==> config.mk <==
export PLATFORM = sky130hd
export DESIGN_NAME = i2c_dispctl_target
export DESIGN_NICKNAME = d
export VERILOG_FILES = /design/src/rtl/dctl_pkg.sv /design/src/rtl/dctl_line_sync.sv /design/src/rtl/dctl_bit_engine.sv /design/src/rtl/dctl_regs.sv /design/src/rtl/i2c_dispctl_target.sv
export SDC_FILE = /design/constraint.sdc
export NUM_CORES = 1
export LEC_CHECK = 0
export BUFFER_PORTS_ARGS = -buffer_cell sky130_fd_sc_hd__buf_2
export CAP_MARGIN = 20
export CORE_ASPECT_RATIO = 1.4
export CORE_MARGIN = 2
export CORE_UTILIZATION = 55
export CTS_BUF_LIST = sky130_fd_sc_hd__clkbuf_16
export DETAILED_ROUTE_END_ITERATION = 12
export HOLD_SLACK_MARGIN = 0.06
export PLACE_DENSITY = 0.76
export SKIP_CTS_REPAIR_TIMING = 1
export SKIP_LAST_GASP = 1
export SYNTH_ARGS = -nofsm -noshare
export SYNTH_HDL_FRONTEND = slang
export SYNTH_SLANG_ARGS = --single-unit
==> constraint.sdc <==
create_clock -name clk -period 1.7 [get_ports clk]
set_input_delay 0.085 -clock clk [delete_from_list [all_inputs] [get_ports clk]]
set_output_delay 0.085 -clock clk [all_outputs]
set_load 0.02 [all_outputs]
==> src/rtl/dctl_pkg.sv <==
package dctl_pkg;

  localparam logic [7:0] OFS_SYSCTL  = 8'h1A;
  localparam logic [7:0] OFS_IDENT   = 8'h1B;
  localparam logic [7:0] OFS_IRQSTAT = 8'h3D;

  localparam logic [7:0] IDENT_VAL   = 8'hB0;
  localparam logic [7:0] IRQSTAT_VAL = 8'h04;

  localparam int BIT_REQ = 2;
  localparam int BIT_GNT = 1;

  localparam logic [7:0] SYSCTL_GRANTED = (8'h1 << BIT_REQ) | (8'h1 << BIT_GNT);

  typedef enum logic [2:0] {
    ST_IDLE,
    ST_ADDR,
    ST_ADDR_ACK,
    ST_WDATA,
    ST_WACK,
    ST_RDATA,
    ST_RACK
  } tgt_state_t;

endpackage

==> src/rtl/dctl_line_sync.sv <==
module dctl_line_sync #(
  parameter int SYNC_STAGES = 2
) (
  input  logic clk,
  input  logic rst,
  input  logic scl_raw,
  input  logic sda_raw,
  output logic sda_s,
  output logic scl_rise,
  output logic scl_fall,
  output logic start_det,
  output logic stop_det
);

  logic [SYNC_STAGES-1:0] scl_p;
  logic [SYNC_STAGES-1:0] sda_p;
  logic scl_d, sda_d;
  logic scl_s;

  always_ff @(posedge clk) begin
    if (rst) begin
      scl_p <= '1;
      sda_p <= '1;
      scl_d <= 1'b1;
      sda_d <= 1'b1;
    end else begin
      scl_p <= {scl_p[SYNC_STAGES-2:0], scl_raw};
      sda_p <= {sda_p[SYNC_STAGES-2:0], sda_raw};
      scl_d <= scl_p[SYNC_STAGES-1];
      sda_d <= sda_p[SYNC_STAGES-1];
    end
  end

  assign scl_s     = scl_p[SYNC_STAGES-1];
  assign sda_s     = sda_p[SYNC_STAGES-1];
  assign scl_rise  = scl_s & ~scl_d;
  assign scl_fall  = ~scl_s & scl_d;
  assign start_det = scl_s & scl_d & sda_d & ~sda_s;
  assign stop_det  = scl_s & scl_d & ~sda_d & sda_s;

endmodule

==> src/rtl/dctl_bit_engine.sv <==
module dctl_bit_engine
  import dctl_pkg::*;
#(
  parameter logic [6:0] DEV_ADDR = 7'h39
) (
  input  logic       clk,
  input  logic       rst,
  input  logic       sda_s,
  input  logic       scl_rise,
  input  logic       scl_fall,
  input  logic       start_det,
  input  logic       stop_det,
  input  logic [7:0] rd_byte,
  output logic       sda_oe,
  output logic       wr_begin,
  output logic       wr_stb,
  output logic [7:0] wr_byte,
  output logic       rd_stb,
  output logic       idle_o
);

  localparam int CNT_W = 4;
  localparam logic [CNT_W-1:0] BYTE_BITS = CNT_W'(8);

  tgt_state_t       state;
  logic [CNT_W-1:0] cnt;
  logic [7:0]       sh;
  logic [7:0]       tx;
  logic             rw;
  logic             mack;

  always_ff @(posedge clk) begin
    wr_stb   <= 1'b0;
    rd_stb   <= 1'b0;
    wr_begin <= 1'b0;
    if (rst) begin
      state  <= ST_IDLE;
      sda_oe <= 1'b0;
      cnt    <= '0;
      sh     <= '0;
      tx     <= '0;
      rw     <= 1'b0;
      mack   <= 1'b0;
    end else if (start_det) begin
      state  <= ST_ADDR;
      cnt    <= '0;
      sda_oe <= 1'b0;
    end else if (stop_det) begin
      state  <= ST_IDLE;
      sda_oe <= 1'b0;
    end else begin
      case (state)
        ST_ADDR: begin
          if (scl_rise && cnt < BYTE_BITS) begin
            sh  <= {sh[6:0], sda_s};
            cnt <= cnt + 1'b1;
          end else if (scl_fall && cnt == BYTE_BITS) begin
            if (sh[7:1] == DEV_ADDR) begin
              sda_oe <= 1'b1;
              rw     <= sh[0];
              state  <= ST_ADDR_ACK;
            end else begin
              state <= ST_IDLE;
            end
          end
        end
        ST_ADDR_ACK: begin
          if (scl_fall) begin
            cnt <= '0;
            if (rw) begin
              tx     <= rd_byte;
              rd_stb <= 1'b1;
              sda_oe <= ~rd_byte[7];
              state  <= ST_RDATA;
            end else begin
              sda_oe   <= 1'b0;
              wr_begin <= 1'b1;
              state    <= ST_WDATA;
            end
          end
        end
        ST_WDATA: begin
          if (scl_rise && cnt < BYTE_BITS) begin
            sh  <= {sh[6:0], sda_s};
            cnt <= cnt + 1'b1;
          end else if (scl_fall && cnt == BYTE_BITS) begin
            sda_oe <= 1'b1;
            wr_stb <= 1'b1;
            state  <= ST_WACK;
          end
        end
        ST_WACK: begin
          if (scl_fall) begin
            sda_oe <= 1'b0;
            cnt    <= '0;
            state  <= ST_WDATA;
          end
        end
        ST_RDATA: begin
          if (scl_rise && cnt < BYTE_BITS) begin
            cnt <= cnt + 1'b1;
          end else if (scl_fall) begin
            if (cnt == BYTE_BITS) begin
              sda_oe <= 1'b0;
              state  <= ST_RACK;
            end else begin
              tx     <= {tx[6:0], 1'b0};
              sda_oe <= ~tx[6];
            end
          end
        end
        ST_RACK: begin
          if (scl_rise) begin
            mack <= ~sda_s;
          end else if (scl_fall) begin
            if (mack) begin
              tx     <= rd_byte;
              rd_stb <= 1'b1;
              sda_oe <= ~rd_byte[7];
              cnt    <= '0;
              state  <= ST_RDATA;
            end else begin
              state <= ST_IDLE;
            end
          end
        end
        default: begin
          sda_oe <= 1'b0;
        end
      endcase
    end
  end

  assign wr_byte = sh;
  assign idle_o  = (state == ST_IDLE);

endmodule

==> src/rtl/dctl_regs.sv <==
module dctl_regs
  import dctl_pkg::*;
(
  input  logic       clk,
  input  logic       rst,
  input  logic       wr_begin,
  input  logic       wr_stb,
  input  logic [7:0] wr_byte,
  input  logic       rd_stb,
  output logic [7:0] rd_byte,
  output logic       ddc_mode,
  output logic       req_o,
  output logic [7:0] ptr_o
);

  logic [7:0] ptr_q;
  logic       pend_q;
  logic       req_q;

  always_ff @(posedge clk) begin
    if (rst) begin
      ptr_q    <= '0;
      pend_q   <= 1'b0;
      req_q    <= 1'b0;
      ddc_mode <= 1'b0;
    end else if (wr_begin) begin
      pend_q <= 1'b1;
    end else if (wr_stb) begin
      if (pend_q) begin
        ptr_q  <= wr_byte;
        pend_q <= 1'b0;
      end else begin
        ptr_q <= ptr_q + 8'd1;
        if (ptr_q == OFS_SYSCTL) begin
          if (wr_byte[BIT_REQ]) begin
            req_q <= 1'b1;
            if (wr_byte[BIT_GNT]) ddc_mode <= 1'b1;
          end else begin
            req_q    <= 1'b0;
            ddc_mode <= 1'b0;
          end
        end
      end
    end else if (rd_stb) begin
      ptr_q <= ptr_q + 8'd1;
    end
  end

  always_comb begin
    case (ptr_q)
      OFS_SYSCTL:  rd_byte = req_q ? SYSCTL_GRANTED : 8'h00;
      OFS_IDENT:   rd_byte = IDENT_VAL;
      OFS_IRQSTAT: rd_byte = IRQSTAT_VAL;
      default:     rd_byte = 8'h00;
    endcase
  end

  assign req_o = req_q;
  assign ptr_o = ptr_q;

endmodule

==> src/rtl/i2c_dispctl_target.sv <==
module i2c_dispctl_target #(
  parameter logic [6:0] DEV_ADDR    = 7'h39,
  parameter int         SYNC_STAGES = 2
) (
  input  logic clk,
  input  logic rst,
  input  logic scl_in,
  input  logic sda_in,
  output logic sda_oe,
  output logic ddc_mode
);

  logic       sda_s, scl_rise, scl_fall, start_det, stop_det;
  logic [7:0] rd_byte, wr_byte, ptr_q;
  logic       wr_begin, wr_stb, rd_stb, fsm_idle, req_flag;

  dctl_line_sync #(.SYNC_STAGES(SYNC_STAGES)) u_sync (
    .clk       (clk),
    .rst       (rst),
    .scl_raw   (scl_in),
    .sda_raw   (sda_in),
    .sda_s     (sda_s),
    .scl_rise  (scl_rise),
    .scl_fall  (scl_fall),
    .start_det (start_det),
    .stop_det  (stop_det)
  );

  dctl_bit_engine #(.DEV_ADDR(DEV_ADDR)) u_engine (
    .clk       (clk),
    .rst       (rst),
    .sda_s     (sda_s),
    .scl_rise  (scl_rise),
    .scl_fall  (scl_fall),
    .start_det (start_det),
    .stop_det  (stop_det),
    .rd_byte   (rd_byte),
    .sda_oe    (sda_oe),
    .wr_begin  (wr_begin),
    .wr_stb    (wr_stb),
    .wr_byte   (wr_byte),
    .rd_stb    (rd_stb),
    .idle_o    (fsm_idle)
  );

  dctl_regs u_regs (
    .clk      (clk),
    .rst      (rst),
    .wr_begin (wr_begin),
    .wr_stb   (wr_stb),
    .wr_byte  (wr_byte),
    .rd_stb   (rd_stb),
    .rd_byte  (rd_byte),
    .ddc_mode (ddc_mode),
    .req_o    (req_flag),
    .ptr_o    (ptr_q)
  );

endmodule

==> impl_metrics.tcl <==
set metrics [dict create \
    outcome "finished, final reports clean" \
    clockBufferDepth 2 \
    clk_latency_ns 0.28 \
    clockRootBuffer "clkbuf_16" \
    multi_input_area_sq_um 1280 \
    powerDensity_nw_per_um2 905 \
    ios 6 \
    grt_pass1_wl_um 8160 \
    grt_overflow 0 \
    htreeDepth 2 \
    gp_congestion 0.858 \
    drv_cap 0 \
    routedWlPerCell_um 14.8 \
    drive_above_1_share_pct 15.5 \
    row_count 27 \
    dp_hpwl_um 3280 \
    critical_path_class "reg -> reg" \
    ys.flop_type "dfxtp_1" \
    fmax_mhz 589 \
    yosys_warnings 0 \
    fin_util_pct 66.8 \
    die_w_um 57.9 \
    syn_area_per_cell_sq_um 8.16 \
    dieHeight_um 79.5 \
    worstHoldPathType "in -> reg" \
    final_common_cell "dfxtp_1" \
    fin_crit_ns 1.70 \
    post-route-drc-count 0 \
    drtAntennaViolNets 0 \
    hold_violations 0 \
    synthCells 274 \
    drt-initial-drc-count 135 \
    slew_headroom_pct 65.7 \
    core_area_sq_um 3920 \
    nets 299 \
    start_util_pct 57.1 \
    drt-vias-per-instance 5.98 \
    synth_edf_count 0 \
    dieArea_sq_um 4600 \
    final-max-slew-violation-count 0 \
    grt_max_degree 31 \
    crit_path_end_kind "flop" \
    netlist_area_sq_um 2240 \
    vias 1990 \
    grtUsageTotal_pct 22.5 \
    antenna_cells 0 \
    cts_made_buffers 5 \
    finalPower_uw 2370 \
    leakage_uw 0.00103 \
    final_cell_mix "43 x dfxtp_1, 38 x nor2_1, 22 x nand2_1, 21 x a21oi_1, 16 x buf_4" \
    clk_pin_slew_ns 0.06 \
    fillers 303 \
    setup_tns_ns 0 \
    cts_sinks 44 \
    synthToLayoutAreaGrowth_pct 17.1 \
    finalClockSkew_ns 0.00271 \
    dr.pass1.iters 4 \
    finalCritPeriodShare_pct 99.9 \
    crit_required_ns 1.92 \
    antenna_found_initial 0 \
    ys_seq_elements 44 \
    peakVddDrop_v 0.000940 \
    grt_pass1_vias 1863 \
    port-buffer-count 5 \
    synth-seq-area-share_pct 39.4 \
    cts_tree "yes" \
    synthArstFlopShare_pct 0 \
    worstPathMaxFanout 4 \
    synth_cell_types 49 \
    crit_arrival_ns 1.92 \
    startpoint_type "flop" \
    tightest_slew_ns 0.514 \
    syn_nets 283 \
    postRouteWirelength_um 4930 \
    setup_viol 0 \
    regArea_sq_um 882 \
]
## Yosys cell counts (2+ instances only)
master    instances  area share, %
a31oi_1           3           0.84
o21ai_0          11            2.5
a21oi_1          21            4.7
nand3_1           8            1.8
o211ai_1          2           0.67
nand2_1          22            3.7
nor4_1            3           0.84
buf_2             2           0.45
and4b_1           3            1.3
nor4b_1           2           0.78
ha_1              5            2.8
a211oi_1          9            3.0
dfxtp_1          44             39
a311oi_1          2           0.78
clkbuf_1         13            2.2
nor2b_1           3           0.84
and3_1            2           0.56
mux2i_1          13            5.8
nor3_1            7            1.6
nand2b_1          3           0.84
or2_2             8            2.2
nand4_1           3           0.84
nand3b_1          6            2.0
and2_1            6            1.7
inv_1             8            1.3
nor2_1           38            6.4
or3_1             5            1.4
## stage by stage
| stage | instances | worst slack [ns] | hold slack (ns) | area, sq um |
|---|---|---|---|---|
| floorplan | 274 | 0.0522 | 0.189 | 2240 |
| global placement | 322 | 0.130 | 0.267 | 2380 |
| detailed placement | 322 | 0.0886 | 0.270 | 2380 |
| CTS | 329 | 0.0287 | -0.0223 | 2570 |
| global route | 333 | -0.0349 | 0.284 | 2620 |
| finish | 333 | 0.00203 | 0.258 | 2620 |
## where the power goes
group / internal, uW / total (uW) / leakage, uW / switching [uW]
registers: 1040 / 1050 / 0.000355 / 9.57
logic: 46.1 / 102 / 0.000585 / 55.8
clock network: 833 / 1220 / 0.0000899 / 386
total: 1920 / 2370 / 0.00103 / 452
## worst max-delay path: stages, from the launching register on
cell	delay, ns
dfxtp_1	0.34
or3b_4	0.43
o21ai_2	0.20
o2111ai_2	0.16
or3_1	0.37
a21oi_1	0.14
## routing by layer
metal,vias up,GRT usage (%),share of wire [%]
met2,48,39.3,52
met5,-,0,0
met4,0,10.2,2.2
met3,11,4.21,3.5
li1,1006,-,-
met1,925,26.1,43
## final timing paths
path / to / depth (start not counted) / slack, ns / start
worst max register to register: u_engine.cnt[1] / 5 / 0.002 / u_engine.cnt[3]
worst min-delay path: u_engine.wr_byte[4] / 2 / 0.26 / rst
worst min register to register: u_sync.sda_p[1] / 1 / 0.41 / u_sync.sda_p[0]
worst max-delay path: u_engine.cnt[1] / 5 / 0.002 / u_engine.cnt[3]
## state kept, by name, summed over array words and instances (netlist names)
| signal | cells |
|---|---|
| u_engine.wr_byte | 8 |
| u_regs.ptr_o | 8 |
| u_engine.tx | 6 |
| u_engine.cnt | 4 |
| u_engine.state | 3 |
| u_sync.scl_p | 2 |
| u_sync.sda_p | 2 |
| u_engine.mack | 1 |
| u_engine.rd_stb | 1 |
| u_engine.rw | 1 |
| u_engine.sda_oe | 1 |
| u_engine.wr_begin | 1 |
| u_engine.wr_stb | 1 |
| u_regs.ddc_mode | 1 |
| u_regs.pend_q | 1 |
| u_regs.req_o | 1 |
| u_sync.scl_d | 1 |
| u_sync.sda_d | 1 |
## cell type report
type / count / area share (%)
Sequential cell: 44 / 33.7
Clock inverter: 2 / 2.29
Multi-Input combinational cell: 207 / 49.0
Timing Repair Buffer: 24 / 7.07
Clock buffer: 5 / 4.78
Tap cell: 43 / 2.05
Inverter: 8 / 1.15
## cells by family (layout without fill, tap and decap cells)
logic type	count (synthesis)	in the layout	share of synthesized area [%]
adder cells (fa/ha/maj)	6	6	3.24
multiplexers	13	13	5.82
buffers and inverters	23	39	3.97
AO/OA/AOI/OAI	61	61	17.7
flip-flops	44	44	39.4
XOR/XNOR	1	1	0.392
AND/OR/NAND/NOR	126	126	29.5
Power figures use the tool's default switching activity.
